===== src/rtl/twi_pkg.sv =====
package twi_pkg;
   localparam int BYTE_W = 8;

   typedef enum logic [2:0] {
      ST_IDLE,
      ST_DEV,
      ST_REG,
      ST_WDAT,
      ST_ACK,
      ST_RDAT,
      ST_RACK,
      ST_SKIP
   } twi_state_e;
endpackage


===== src/rtl/twi_line_sync.sv =====
module twi_line_sync #(
   parameter int STAGES = 2
) (
   input  logic clk,
   input  logic rst_n,
   input  logic din,
   output logic level,
   output logic rise,
   output logic fall
);
   if (STAGES < 2) begin : g_bad_stages
      $error("twi_line_sync: STAGES must be at least 2");
   end

   logic [STAGES-1:0] chain;
   logic              last;

   for (genvar i = 0; i < STAGES; i++) begin : g_stage
      if (i == 0) begin : g_first
         always_ff @(posedge clk or negedge rst_n) begin
            if (!rst_n) chain[0] <= 1'b1;
            else        chain[0] <= din;
         end
      end else begin : g_next
         always_ff @(posedge clk or negedge rst_n) begin
            if (!rst_n) chain[i] <= 1'b1;
            else        chain[i] <= chain[i-1];
         end
      end
   end

   always_ff @(posedge clk or negedge rst_n) begin
      if (!rst_n) last <= 1'b1;
      else        last <= chain[STAGES-1];
   end

   assign level = chain[STAGES-1];
   assign rise  = level & ~last;
   assign fall  = ~level & last;
endmodule


===== src/rtl/twi_reg_file.sv =====
module twi_reg_file #(
   parameter int                        NUM_REGS  = 47,
   parameter logic [twi_pkg::BYTE_W-1:0] RESET_VAL = '0
) (
   input  logic                       clk,
   input  logic                       rst_n,
   input  logic                       wr_en,
   input  logic [twi_pkg::BYTE_W-1:0] wr_addr,
   input  logic [twi_pkg::BYTE_W-1:0] wr_data,
   input  logic [twi_pkg::BYTE_W-1:0] rd_addr,
   output logic [twi_pkg::BYTE_W-1:0] rd_data
);
   import twi_pkg::*;

   localparam int IW = (NUM_REGS > 1) ? $clog2(NUM_REGS) : 1;

   if (NUM_REGS < 1 || NUM_REGS > 256) begin : g_bad_depth
      $error("twi_reg_file: NUM_REGS must be 1..256");
   end

   logic [BYTE_W-1:0] mem [NUM_REGS];

   always_ff @(posedge clk or negedge rst_n) begin
      if (!rst_n) begin
         for (int i = 0; i < NUM_REGS; i++) mem[i] <= RESET_VAL;
      end else if (wr_en) begin
         for (int i = 0; i < NUM_REGS; i++) begin
            if (int'(wr_addr) == i) mem[i] <= wr_data;
         end
      end
   end

   always_comb begin
      rd_data = '0;
      for (int i = 0; i < NUM_REGS; i++) begin
         if (int'(rd_addr) == i) rd_data = mem[i];
      end
   end

   // stores only ever target an existing register
   a_r5_store_in_range: assert property (@(posedge clk) disable iff (!rst_n)
      wr_en |-> (int'(wr_addr) < NUM_REGS));

   logic unused_iw;
   assign unused_iw = (IW == 0);
endmodule


===== src/rtl/twi_slave_fsm.sv =====
module twi_slave_fsm #(
   parameter logic [5:0]                 DEV_ADDR_HI = 6'b100110,
   parameter logic [twi_pkg::BYTE_W-1:0] REG_LAST    = 8'h2E
) (
   input  logic                       clk,
   input  logic                       rst_n,
   input  logic                       scl_lvl,
   input  logic                       scl_rise,
   input  logic                       scl_fall,
   input  logic                       sda_lvl,
   input  logic                       sda_rise,
   input  logic                       sda_fall,
   input  logic                       strap,
   input  logic [twi_pkg::BYTE_W-1:0] rd_data,
   output logic [twi_pkg::BYTE_W-1:0] rd_addr,
   output logic                       wr_en,
   output logic [twi_pkg::BYTE_W-1:0] wr_addr,
   output logic [twi_pkg::BYTE_W-1:0] wr_data,
   output logic                       sda_oe
);
   import twi_pkg::*;

   localparam int BCW = $clog2(BYTE_W + 1);
   localparam logic [BCW-1:0] BC_FULL = BCW'(BYTE_W);
   localparam logic [BCW-1:0] BC_LAST = BCW'(BYTE_W - 1);

   twi_state_e        state, ack_nxt;
   logic [BCW-1:0]    bitcnt;
   logic [BYTE_W-1:0] rx_sh, tx_sh, ptr;
   logic              m_ack;

   logic start_det, stop_det, scl_steady_hi, dev_match;

   assign scl_steady_hi = scl_lvl & ~scl_rise;
   assign start_det     = sda_fall & scl_steady_hi;
   assign stop_det      = sda_rise & scl_steady_hi;
   assign dev_match     = (rx_sh[BYTE_W-1:1] == {DEV_ADDR_HI, strap});
   assign rd_addr       = ptr;

   function automatic logic [BYTE_W-1:0] sat_inc(input logic [BYTE_W-1:0] p);
      return (p >= REG_LAST) ? REG_LAST : p + 1'b1;
   endfunction

   always_ff @(posedge clk or negedge rst_n) begin
      if (!rst_n) begin
         state   <= ST_IDLE;
         ack_nxt <= ST_IDLE;
         bitcnt  <= '0;
         rx_sh   <= '0;
         tx_sh   <= '0;
         ptr     <= '0;
         m_ack   <= 1'b0;
         sda_oe  <= 1'b0;
         wr_en   <= 1'b0;
         wr_addr <= '0;
         wr_data <= '0;
      end else begin
         wr_en <= 1'b0;
         if (start_det) begin
            state  <= ST_DEV;
            bitcnt <= '0;
            sda_oe <= 1'b0;
         end else if (stop_det) begin
            state  <= ST_IDLE;
            sda_oe <= 1'b0;
         end else begin
            unique case (state)
               ST_DEV, ST_REG, ST_WDAT: begin
                  if (scl_rise && bitcnt != BC_FULL) begin
                     rx_sh  <= {rx_sh[BYTE_W-2:0], sda_lvl};
                     bitcnt <= bitcnt + 1'b1;
                  end else if (scl_fall && bitcnt == BC_FULL) begin
                     if (state == ST_DEV) begin
                        if (dev_match) begin
                           sda_oe  <= 1'b1;
                           state   <= ST_ACK;
                           ack_nxt <= rx_sh[0] ? ST_RDAT : ST_REG;
                        end else begin
                           state <= ST_SKIP;
                        end
                     end else if (state == ST_REG) begin
                        if (rx_sh <= REG_LAST) begin
                           ptr     <= rx_sh;
                           sda_oe  <= 1'b1;
                           state   <= ST_ACK;
                           ack_nxt <= ST_WDAT;
                        end else begin
                           state <= ST_SKIP;
                        end
                     end else begin
                        wr_en   <= 1'b1;
                        wr_addr <= ptr;
                        wr_data <= rx_sh;
                        ptr     <= sat_inc(ptr);
                        sda_oe  <= 1'b1;
                        state   <= ST_ACK;
                        ack_nxt <= ST_WDAT;
                     end
                  end
               end
               ST_ACK: begin
                  if (scl_fall) begin
                     bitcnt <= '0;
                     state  <= ack_nxt;
                     if (ack_nxt == ST_RDAT) begin
                        tx_sh  <= rd_data;
                        sda_oe <= ~rd_data[BYTE_W-1];
                     end else begin
                        sda_oe <= 1'b0;
                     end
                  end
               end
               ST_RDAT: begin
                  if (scl_fall) begin
                     if (bitcnt == BC_LAST) begin
                        sda_oe <= 1'b0;
                        ptr    <= sat_inc(ptr);
                        state  <= ST_RACK;
                     end else begin
                        tx_sh  <= {tx_sh[BYTE_W-2:0], 1'b0};
                        sda_oe <= ~tx_sh[BYTE_W-2];
                        bitcnt <= bitcnt + 1'b1;
                     end
                  end
               end
               ST_RACK: begin
                  if (scl_rise) begin
                     m_ack <= ~sda_lvl;
                  end else if (scl_fall) begin
                     if (m_ack) begin
                        tx_sh  <= rd_data;
                        sda_oe <= ~rd_data[BYTE_W-1];
                        bitcnt <= '0;
                        state  <= ST_RDAT;
                     end else begin
                        state <= ST_SKIP;
                     end
                  end
               end
               default: ;
            endcase
         end
      end
   end

   // the line enable holds still while the clock is high
   a_r12_oe_steady_scl_high: assert property (@(posedge clk) disable iff (!rst_n)
      scl_steady_hi |-> $stable(sda_oe));

   // an ignored transfer leaves the line released
   a_r3_skip_quiet: assert property (@(posedge clk) disable iff (!rst_n)
      (state == ST_SKIP) |-> !sda_oe);

   // a stop sends the machine to idle with the line released
   a_r11_stop_idle: assert property (@(posedge clk) disable iff (!rst_n)
      stop_det |=> (state == ST_IDLE && !sda_oe));

   // any start reopens address reception from bit zero
   a_r10_start_rx: assert property (@(posedge clk) disable iff (!rst_n)
      start_det |=> (state == ST_DEV && bitcnt == '0));

   // the pointer never runs beyond the last register
   a_r8_ptr_bound: assert property (@(posedge clk) disable iff (!rst_n)
      ptr <= REG_LAST);

   // a controller NACK ends the read
   a_r9_nack_end: assert property (@(posedge clk) disable iff (!rst_n)
      (state == ST_RACK && scl_fall && !m_ack && !start_det && !stop_det)
      |=> (state == ST_SKIP && !sda_oe));
endmodule


===== src/rtl/twi_regbank_slave.sv =====
module twi_regbank_slave #(
   parameter int                         SYNC_STAGES = 2,
   parameter logic [5:0]                 DEV_ADDR_HI = 6'b100110,
   parameter logic [twi_pkg::BYTE_W-1:0] REG_LAST    = 8'h2E,
   parameter logic [twi_pkg::BYTE_W-1:0] RESET_VAL   = 8'h00
) (
   input  logic clk,
   input  logic rst_n,
   input  logic scl_i,
   input  logic sda_i,
   input  logic addr_strap,
   output logic sda_o,
   output logic sda_oe
);
   import twi_pkg::*;

   localparam int NUM_REGS = int'(REG_LAST) + 1;

   if (REG_LAST == '1) begin : g_bad_last
      $error("twi_regbank_slave: REG_LAST must leave room for a rejected pointer");
   end

   logic scl_lvl, scl_rise, scl_fall;
   logic sda_lvl, sda_rise, sda_fall;
   logic              wr_en;
   logic [BYTE_W-1:0] wr_addr, wr_data, rd_addr, rd_data;

   twi_line_sync #(.STAGES(SYNC_STAGES)) u_scl_sync (
      .clk(clk), .rst_n(rst_n), .din(scl_i),
      .level(scl_lvl), .rise(scl_rise), .fall(scl_fall));

   twi_line_sync #(.STAGES(SYNC_STAGES)) u_sda_sync (
      .clk(clk), .rst_n(rst_n), .din(sda_i),
      .level(sda_lvl), .rise(sda_rise), .fall(sda_fall));

   twi_slave_fsm #(.DEV_ADDR_HI(DEV_ADDR_HI), .REG_LAST(REG_LAST)) u_fsm (
      .clk(clk), .rst_n(rst_n),
      .scl_lvl(scl_lvl), .scl_rise(scl_rise), .scl_fall(scl_fall),
      .sda_lvl(sda_lvl), .sda_rise(sda_rise), .sda_fall(sda_fall),
      .strap(addr_strap),
      .rd_data(rd_data), .rd_addr(rd_addr),
      .wr_en(wr_en), .wr_addr(wr_addr), .wr_data(wr_data),
      .sda_oe(sda_oe));

   twi_reg_file #(.NUM_REGS(NUM_REGS), .RESET_VAL(RESET_VAL)) u_regs (
      .clk(clk), .rst_n(rst_n),
      .wr_en(wr_en), .wr_addr(wr_addr), .wr_data(wr_data),
      .rd_addr(rd_addr), .rd_data(rd_data));

   assign sda_o = 1'b0;
endmodule


===== config.mk =====
export PLATFORM = sky130hd
export DESIGN_NAME = twi_regbank_slave
export DESIGN_NICKNAME = d
export VERILOG_FILES = /design/src/rtl/twi_pkg.sv /design/src/rtl/twi_line_sync.sv /design/src/rtl/twi_reg_file.sv /design/src/rtl/twi_slave_fsm.sv /design/src/rtl/twi_regbank_slave.sv
export SDC_FILE = /design/constraint.sdc
export NUM_CORES = 1
export LEC_CHECK = 0
export ABC_AREA = 1
export BUFFER_PORTS_ARGS = -buffer_cell sky130_fd_sc_hd__buf_2
export CAP_MARGIN = 20
export CORE_MARGIN = 2
export CORE_UTILIZATION = 58
export DETAILED_ROUTE_END_ITERATION = 7
export PLACE_DENSITY = 0.77
export SLEW_MARGIN = 20
export SYNTH_ARGS = -nofsm -noshare
export SYNTH_HDL_FRONTEND = slang
export SYNTH_SLANG_ARGS = --single-unit

===== constraint.sdc =====
create_clock -name clk -period 3.53 [get_ports clk]
set_input_delay 0.353 -clock clk [delete_from_list [all_inputs] [get_ports clk]]
set_output_delay 0.353 -clock clk [all_outputs]
set_load 0.01 [all_outputs]

==> metrics.md <==
| Metric | Value |
|---|---|
| Via count | approximately 19000 |
| Crit path capture | u_fsm.tx_sh[2] |
| Startpoint Class | flop |
| Port Buffers | 5 |
| Total negative slack | -6.86 ns |
| Fill count | 2941 |
| Clk pin slew, worst setup/hold paths | 0.07 ns |
| CP endpoint kind | flop |
| Root Buffer Master | clkbuf_16 |
| Reg2Reg Setup Slack | -0.98 ns |
| Fmax | between 200 and 250 MHz |
| Number of max-cap violations | 0 |
| Crit Path Max Fanout | 4 |
| Minimum clock period | roughly 4.5 ns |
| Worst setup margin | -0.975 ns |
| Detailed placement HPWL | 40.3 mm |
| HP Class | in2reg |
| Core Region | ~0.036 mm^2 |
| Final hold violation count | 0 |
| Final setup violating endpoints | 8 |
| Synth async-reset ratio | 100% |
| FP Rows | 70 |
| Worst slew margin | 25.4% |
| Total gr overflow | 0 |
| Largest net degree at the start of global routing | 92 |
| Most used flip-flop cell after synthesis | dfrtp_1 |
| Routed WL | around 60 mm |
| Dpl ws | -0.970 ns |
| R2r worst-path depth | 53 |
| Dominant cells by area after synthesis | dfrtp_1 50%, nand2_1 17%, o21ai_0 11% |
| CTS buffer count | 46 |
| Syn Inst Count | 2859 |
| Yosys warns | 0 |
| Layout Area Growth over Synthesis | 16.5% |
| Post-synth top area share | around half |
| Netlist cell types | between 40 and 50 |
| First drt pass iteration count | 6 |
| Worst IR Drop VDD | 0.544 mV |
| Antenna-violating nets left | 0 |
| Layout cells sized above 1 | between 10 and 15% |
| Initial antenna violation count | 0 |
| Worst Tran Pin Value | 1.12 ns |
| Slowest CP cell | dfrtp_2 |
| Num ports | 7 |
| Worst Setup SP | u_fsm.rd_addr[0] |
| Initial Util | ~60% |
| Mapped Nets | around 2900 |
| Average cell area after synthesis | ~7.5 um^2 |
| Cell taking the most area after synthesis | dfrtp_1 |
| Reg-to-reg critical path startpoint | u_fsm.rd_addr[0] |
| First-pass GRT wire length | 97.3 mm |
| Die area | 0.0384 mm^2 |
| Number of flops mapped to enable cells by yosys | 0 |
| Die boundary width | 196 um |
| Ant diodes | 0 |
| Worst Setup Path Type | reg2reg |
| RSZ-0062 raised after global routing | true |
| Routability cong. | between 0.9 and 1 |
| RR Endpoint | u_fsm.tx_sh[2] |
| Number of global-route vias before repair | 19000 |
| CP Data Required Time | 4.01 ns |
| Vias per std cell | 5.53 |
| Post-synth top cells | 954 x nand2_1, 477 x o21ai_0, 428 x dfrtp_1 |
| Post-layout net count | roughly 3000 |
| TritonCTS clock tree | yes |
| Global-route usage over all layers | 31.7% |
| Skew-Pair Late Insertion Delay | 0.59 ns |
| WHS | 0.279 ns |
| Status | finished with violations |
| Post-Syn Area | around 0.021 mm^2 |
| DR WL/cell | 17.2 um |
| Slew Limit Fails | 0 |
| Lkg Pwr | 12.2 nW |
| H-tree Lvls | 2 |
| Cell with the most instances after synthesis | nand2_1 |
| Sink Count | 434 |
| Initial DRC count | 1890 |
| Failing checks | negative setup slack |
| Period utilisation layout | 128% |
| Post-synthesis sequential area ratio | 50.9% |
| DRC viols | 0 |
| Clk buf depth | 3 |
| WP data arrival | 4.98 ns |
| Die Span Y | ~200 um |
| Crit path top cell by count | nand2_1 |
| #FFs+latches synth | 434 |
| Clock skew | ~0.021 ns |
| Worst path max stage delay | 0.44 ns |
| PwrDens | 629 mW/mm^2 |
## power breakdown
part           internal (mW)  switching [mW]
Clock                   2.88            2.03
Combinational           1.96            3.39
Sequential              5.17           0.212
Total                   10.0            5.64
## cells by family after synthesis
kind of cell | after synthesis | share of synthesized area (%)
adders and majority gates | 6 | 0.352
DFF | 434 | 50.9
AOI/OAI and AO/OA | 626 | 15.0
buffers and inverters | 479 | 8.74
other | 1 | 0.0176
muxes | 1 | 0.0469
xor gates and xnor gates | 1 | 0.0410
and+or+nand+nor | 1311 | 24.9
## layer usage
metal	share of wire, %	global-route usage [%]
met1	42	42.8
met2	47	51.2
met3	7.1	5.16
met4	4.3	13.5
met5	0	0
## repair_timing
| action | 4_1_cts | 5_1_grt |
|---|---|---|
| endpoints found under the setup margin | 8 | 8 |
| gates cloned | 0 | 0 |
| pin swaps | 13 | 59 |
| resized for setup | 29 | 53 |
| buffers inserted | 8 | 31 |
| endpoints found under the hold margin | 85 | 0 |
| hold buffers | 3 | 0 |
## worst min-delay path by stage
stage,start,slack (ns),cells after the start,endpoint
final,addr_strap,0.28,5,u_fsm.ack_nxt[2]
after global routing,addr_strap,0.31,5,u_fsm.ack_nxt[2]
after CTS,addr_strap,0.26,5,u_fsm.ack_nxt[2]
after detailed placement,u_scl_sync.chain[0],0.35,0,u_scl_sync.level
after global placement,u_sda_sync.chain[0],0.35,0,u_sda_sync.level
after floorplan,rst_n,0.06,0,u_fsm.ack_nxt[0]
## worst max-delay path, delay by kind of cell, from the launching register on
| kind | cells | cell delay [ns] |
|---|---|---|
| AND/OR/NAND/NOR | 43 | 2.84 |
| buffers and inverters | 6 | 0.67 |
| flip-flops | 1 | 0.44 |
| AO/OA/AOI/OAI | 3 | 0.24 |
| adder cells (fa/ha/maj) | 1 | 0.18 |
## sequential cells by signal, summed over array words and instances, names as in the netlist
register,flops
u_fsm.m_ack,1
u_fsm.sda_oe,1
u_sda_sync.chain,1
u_fsm.bitcnt,4
u_fsm.wr_en,1
u_scl_sync.level,1
u_fsm.state,3
u_scl_sync.last,1
u_scl_sync.chain,1
u_fsm.rx_sh,8
u_fsm.tx_sh,7
u_fsm.rd_addr,8
u_sda_sync.level,1
u_sda_sync.last,1
u_regs.mem,376
u_fsm.wr_addr,8
u_fsm.ack_nxt,3
u_fsm.wr_data,8
## area by class of cell
type / count / area (um^2) / share of cell area, %
Multi-Input combinational cell: 1946 / 8870 / 35.7
Clock inverter: 17 / 179 / 0.719
Inverter: 351 / 1340 / 5.38
Timing Repair Buffer: 213 / 1680 / 6.77
Sequential cell: 434 / 10900 / 43.7
Clock buffer: 62 / 1340 / 5.40
Tap cell: 468 / 586 / 2.35
## through the flow
| stage | power [mW] | std cells | cell area, um^2 | utilization (%) |
|---|---|---|---|---|
| global route | 16.5 | 3491 | 24900 | 68.3 |
| CTS | 15.2 | 3460 | 24400 | 67.1 |
| detailed placement | 10.1 | 3370 | 22700 | 62.4 |
| global placement | 10.0 | 3370 | 22700 | 62.4 |
| floorplan | 8.49 | 2859 | 21400 | - |
| finish | 15.6 | 3491 | 24900 | 68.3 |
## layout by cell type (no fill, tap or decap), types with 4 or more instances in the layout
master,n
inv_4,7
buf_6,8
dfstp_2,6
o22ai_1,4
nand3_1,59
clkbuf_8,11
clkbuf_1,4
nor2_8,4
nand4_1,7
nand2_2,19
o21ai_1,7
clkinv_2,8
clkbuf_16,47
a21oi_2,8
nor3_1,25
dfrtp_1,425
nor2_4,10
inv_2,12
inv_1,326
clkinv_1,5
a21oi_1,108
nand2_1,937
nand3_2,16
o21ai_0,477
buf_2,4
nand2_4,4
nor2_1,188
or2_2,28
o211ai_1,8
ha_4,4
buf_4,193
buf_12,4
clkinvlp_4,4
nor2_2,8
Note: power is estimated with default switching activity, not from simulation.
